**src/rtl/mac_slice.sv**
```systemverilog
module mac_slice #(
  parameter int AW = 27,
  parameter int BW = 18,
  parameter int DW = 48
) (
  input  logic          clk,
  input  logic          rst,
  input  logic          ce,
  input  logic [AW-1:0] a_in,
  input  logic [AW-1:0] d_in,
  input  logic [BW-1:0] b_in,
  input  logic [DW-1:0] x_in,
  input  logic [DW-1:0] y_in,
  input  logic [1:0]    pre_op,
  input  logic          bypass,
  input  logic          acc_en,
  input  logic          sub,
  input  logic          logic_en,
  input  logic [3:0]    lfn,
  input  logic [1:0]    simd,
  input  logic [DW-1:0] pattern,
  input  logic [DW-1:0] mask,
  output logic [DW-1:0] p_out,
  output logic [3:0]    carry_out,
  output logic          pat_hit,
  output logic          pat_inv_hit
);
  localparam int NSEG = 4;
  localparam int SW   = DW / NSEG;
  localparam int PW   = AW + BW;

  logic signed [AW-1:0] a_q, d_q;
  logic signed [BW-1:0] b_q;
  logic [DW-1:0] x_q, y_q;
  logic [1:0]    pre_q, simd_q;
  logic [3:0]    lfn_q;
  logic          byp_q, acc_q, sub_q, log_q;

  always_ff @(posedge clk) begin
    if (rst) begin
      a_q <= '0; d_q <= '0; b_q <= '0; x_q <= '0; y_q <= '0;
      pre_q <= '0; simd_q <= '0; lfn_q <= '0;
      byp_q <= 1'b0; acc_q <= 1'b0; sub_q <= 1'b0; log_q <= 1'b0;
    end else if (ce) begin
      a_q <= a_in; d_q <= d_in; b_q <= b_in; x_q <= x_in; y_q <= y_in;
      pre_q <= pre_op; simd_q <= simd; lfn_q <= lfn;
      byp_q <= bypass; acc_q <= acc_en; sub_q <= sub; log_q <= logic_en;
    end
  end

  logic signed [AW-1:0] pre_v;
  always_comb begin
    case (pre_q)
      2'd1:    pre_v = a_q + d_q;
      2'd2:    pre_v = a_q - d_q;
      default: pre_v = a_q;
    endcase
  end

  logic signed [PW-1:0] prod;
  assign prod = pre_v * b_q;

  logic [DW-1:0] m, z, mx, sum, lg, res;
  assign m  = byp_q ? x_q : {{(DW-PW){prod[PW-1]}}, prod};
  assign z  = acc_q ? p_out : y_q;
  assign mx = sub_q ? ~m : m;

  logic [3:0] spl;
  assign spl = (simd_q == 2'd1) ? 4'(NSEG/2) : (simd_q == 2'd2) ? 4'd1 : 4'(NSEG);

  logic [NSEG-1:0] seg_start, lane_end, cin, cout;
  for (genvar i = 0; i < NSEG; i++) begin : g_seg
    assign seg_start[i] = ((4'(i) & (spl - 4'd1)) == 4'd0);
    assign lane_end[i]  = ((4'(i + 1) & (spl - 4'd1)) == 4'd0);
    if (i == 0) begin : g_first
      assign cin[i] = sub_q;
    end else begin : g_rest
      assign cin[i] = seg_start[i] ? sub_q : cout[i-1];
    end
    assign {cout[i], sum[i*SW +: SW]} =
      {1'b0, z[i*SW +: SW]} + {1'b0, mx[i*SW +: SW]} + {{SW{1'b0}}, cin[i]};
  end

  always_comb begin
    case (lfn_q)
      4'd0:    lg = m & z;
      4'd1:    lg = m | z;
      4'd2:    lg = m ^ z;
      4'd3:    lg = ~(m ^ z);
      4'd4:    lg = ~(m & z);
      4'd5:    lg = ~(m | z);
      4'd6:    lg = m & ~z;
      4'd7:    lg = ~m & z;
      4'd8:    lg = ~m;
      4'd9:    lg = ~z;
      default: lg = '0;
    endcase
  end

  assign res = log_q ? lg : sum;

  always_ff @(posedge clk) begin
    if (rst) begin
      p_out       <= '0;
      carry_out   <= '0;
      pat_hit     <= 1'b0;
      pat_inv_hit <= 1'b0;
    end else if (ce) begin
      p_out       <= res;
      carry_out   <= log_q ? 4'd0 : (cout & lane_end);
      pat_hit     <= (((p_out ^ pattern) & ~mask) == '0);
      pat_inv_hit <= (((p_out ^ ~pattern) & ~mask) == '0);
    end
  end

  AST_FREEZE: assert property (@(posedge clk) disable iff (rst)
    !ce |=> ($stable(p_out) && $stable(carry_out) && $stable(pat_hit)));
  AST_LOGIC_NO_CARRY: assert property (@(posedge clk) disable iff (rst)
    (ce && log_q) |=> (carry_out == 4'd0));
  AST_WIDE_LANE_CARRY: assert property (@(posedge clk) disable iff (rst)
    (ce && !log_q && (simd_q == 2'd0 || simd_q == 2'd3)) |=> (carry_out[2:0] == 3'd0));
  AST_COUNT_UP: assert property (@(posedge clk) disable iff (rst)
    (ce && byp_q && acc_q && !sub_q && !log_q && simd_q == 2'd0 && x_q == DW'(1))
    |=> (p_out == $past(p_out) + DW'(1)));
  AST_PAT_EXCL: assert property (@(posedge clk) disable iff (rst)
    (pat_hit && pat_inv_hit && $past(ce)) |-> $past(&mask));
endmodule

```
**config.mk**
```make
export PLATFORM = sky130hd
export DESIGN_NAME = mac_slice
export DESIGN_NICKNAME = d
export VERILOG_FILES = /design/src/rtl/mac_slice.sv
export SDC_FILE = /design/constraint.sdc
export NUM_CORES = 2
export LEC_CHECK = 0
export ABC_AREA = 0
export BUFFER_PORTS_ARGS = -buffer_cell sky130_fd_sc_hd__clkbuf_2
export CAP_MARGIN = 20
export CORE_ASPECT_RATIO = 1.1
export CORE_MARGIN = 2
export CORE_UTILIZATION = 64
export CTS_BUF_LIST = sky130_fd_sc_hd__clkbuf_2 sky130_fd_sc_hd__clkbuf_4 sky130_fd_sc_hd__clkbuf_8
export CTS_CLUSTER_DIAMETER = 150
export DETAILED_ROUTE_END_ITERATION = 6
export GPL_ROUTABILITY_DRIVEN = 0
export PLACE_DENSITY_LB_ADDON = 0.05
export SYNTH_ARGS = -nofsm -noshare
export SYNTH_HDL_FRONTEND = slang
export SYNTH_SLANG_ARGS = --single-unit
```
**constraint.sdc**
```tcl
create_clock -name clk -period 16.7 [get_ports clk]
set_input_delay 1.67 -clock clk [delete_from_list [all_inputs] [get_ports clk]]
set_output_delay 1.67 -clock clk [all_outputs]
set_load 0.005 [all_outputs]
```
==> key figures <==
Status
  • Failing checks: design-rule violations
  • Status: finished, violations left

Route
  • Metal3 WL: 14.1 mm
  • Via count: 35,100
  • Iter 0 DRT Violations: 3,435
  • Final WL: 130 mm
  • Drt pass-1 iters: 7
  • Via density: 6.22
  • Top layer in use: met4
  • Met2 wire length: 57.6 mm
  • Wirelength per Cell: 23.0 um
  • DRT antenna net count: 0
  • DRC violations left: 1
  • M1 wire length: 49.3 mm

Run
  • Max cap viols: 0

Clock network
  • Max Root-Sink Buffers: 3
  • Worst-path clk slew: 0.08 ns
  • Clock Sinks: 234
  • TritonCTS Buffers: 43
  • Cts hold-fix bufs: 0
  • Clock Latency Late Sink: 0.67 ns
  • CTS Root Cell: clkbuf_8
  • H-Tree Depth: 2
  • Post-CTS resize count: 0
  • Postcts setup bufs: 0
  • TritonCTS clock tree: yes

STA
  • WHS: 0.478 ns
  • Setup TNS: 0 ns
  • Max_slew headroom: 0.263
  • Fmax: 64.6 MHz
  • Crit path time final: 15.49 ns
  • Slew Viols, Final: 0
  • Worst-margin pin slew: 1.09 ns
  • Crit share post-route: 0.928
  • Worst Skew: 0.0607 ns
  • Final setup vio count: 0
  • RSZ-0062 raised after global routing: false
  • Final hold vios: 0

GRT
  • Number of antenna violations at the first check in global routing: 2
  • Largest net degree at the start of global routing: 87
  • Gr ovfl total: 0
  • First-pass GRT wire length: 201 mm
  • Number of global-route vias before repair: 34,800
  • GR Util All Layers: 0.417

Pwr
  • PD cells: 171 nW/um2
  • Leak: 19.8 nW
  • Maximum VDD drop: 0.161 mV

Finish
  • Share of post-route cells with drive strength above 1: 0.116
  • Fin nets: 5,981
  • Area Growth Syn to Fin: 8.54%
  • Fill count: 5,016
  • Area of the multi-input gates: 30,900 um2
  • Sequential cell area: 4690 um2

Worst setup path
  • Critical Path RT: 17.22 ns
  • Crit path launch: d_q[2]$_SDFFE_PP0P_
  • Worst Path Max Fanout: 9
  • Slowest cell on the critical path: fa_1
  • CP Launch Type: register
  • CP top delay family: adder cells
  • Setup crit end kind: register
  • Slowest stage delay, CP: 0.56 ns
  • Arr. time, crit path: 16.01 ns
  • Most frequent CP cell: fa_1
  • Crit path buf inv count: 4
  • Crit path kind: register to register
  • Crit Reg-Reg Startpoint: d_q[2]$_SDFFE_PP0P_

Floorplan
  • Floorplan row count: 94
  • Chip height: 263 um
  • Initial Util: 0.649
  • Die Width: 239 um
  • I/O pins: 333
  • Die Footprint: 62,800 um2
  • Core Area: 60,000 um2

Place
  • PortBufs: 332
  • Post-DP HPWL: 101 mm

Yosys
  • Most frequent cells after synthesis: inv_1, fa_1, nor2_1, nand2_1, ha_1
  • Cell variety after synth: 94
  • Top cells by area, synth: fa_1, ha_1, dfxtp_1
  • Syn_area_per_cell: 8.37 um2
  • Syn Inst Count: 4,650
  • Sequential share of the synthesized area: 0.120
  • Ys Warns: 0
  • Syn Nets: 5,786
  • Most numerous cell in the Yosys netlist: inv_1
  • Synthesized area: 38,900 um2
  • Post-synth EDFFs: 0
  • Top_reg_cell synth: dfxtp_1
  • Top cell type by total area after synthesis: fa_1
  • Post-synthesis register bit count: 234
  • Ys async rst share: 0
  • Top-area cell type share of the netlist area: 0.247

Min path
  • Hold path startpoint: pat_hit$_SDFFE_PP0P_
  • Hold Path Class: register to register
-- through the flow --
stage	cells	cell area, um2	util	setup slack (ns)	total power, mW
global placement	5568	41200	0.687	1.69	6.27
finish	5648	42200	0.704	1.21	7.21
floorplan	4650	38900	-	2.91	4.85
global route	5648	42200	0.704	0.00774	7.87
detailed placement	5568	41200	0.687	1.28	6.35
CTS	5647	42200	0.704	1.22	7.06
-- cell type report --
class / count / area share
Antenna cell: 1 / 0.0000592
Clock buffer: 64 / 0.0192
Clock inverter: 15 / 0.00415
Inverter: 651 / 0.0579
Multi-Input combinational cell: 3502 / 0.731
Sequential cell: 234 / 0.111
Tap cell: 768 / 0.0227
Timing Repair Buffer: 413 / 0.0542
-- kinds of logic (layout without fill, tap and decap cells) --
kind of cell,count (synthesis),count (layout),synth area share
flip-flops,234,234,0.120
XOR/XNOR,221,221,0.0499
AO/OA/AOI/OAI,798,798,0.137
buffers and inverters,914,1143,0.0889
other,0,1,0
AND/OR/NAND/NOR,1362,1362,0.167
adder cells (fa/ha/maj),857,857,0.368
multiplexers,264,264,0.0685
-- worst reg2reg max path: cells and delay by family, from the launching register on --
kind | cells | cell delay [ns]
adders and majority gates | 13 | 5.51
AOI/OAI and AO/OA | 23 | 4.47
and+or+nand+nor | 17 | 3.94
xor gates and xnor gates | 4 | 0.86
DFF | 1 | 0.35
buffers and inverters | 4 | 0.21
-- cell usage in the layout, fill, tap and decap left out, types with 48 or more instances in the layout --
cell / n
nand2_1: 394
nor2_1: 409
fa_1: 481
nand2b_1: 48
buf_4: 81
dfxtp_1: 228
nor3_1: 62
clkbuf_2: 330
and2_1: 244
mux2i_1: 248
clkbuf_8: 54
inv_1: 648
xnor2_1: 175
ha_1: 375
a21oi_1: 193
a211oi_1: 54
o21ai_0: 140
-- final timing paths --
kind | end | slack [ns] | depth (start not counted)
worst max-delay path | p_out[44]$_SDFFE_PP0P_ | 1.21 | 61
worst min-delay path | pat_hit$_SDFFE_PP0P_ | 0.48 | 2
worst max register to register | p_out[44]$_SDFFE_PP0P_ | 1.21 | 61
worst min register to register | pat_hit$_SDFFE_PP0P_ | 0.48 | 2
-- power breakdown --
| part | leakage, nW | total, mW | internal, mW | switching (mW) |
|---|---|---|---|---|
| logic | 17.3 | 5.82 | 2.26 | 3.55 |
| clock network | 0.524 | 0.658 | 0.362 | 0.297 |
| registers | 1.94 | 0.741 | 0.628 | 0.113 |
| total | 19.8 | 7.21 | 3.25 | 3.96 |
-- routing by layer --
metal,global-route usage,vias up
met3,0.103,509
li1,-,15700
met4,0.242,0
met5,0,-
met2,0.653,1991
met1,0.522,16900
-- state kept, by name (all words and copies together), names as in the netlist, 2 cells and up --
register	cells
p_out	48
x_q	48
y_q	48
a_q	27
d_q	27
b_q	18
carry_out	4
lfn_q	4
pre_q	2
simd_q	2
(Power assumes the default switching activity.)
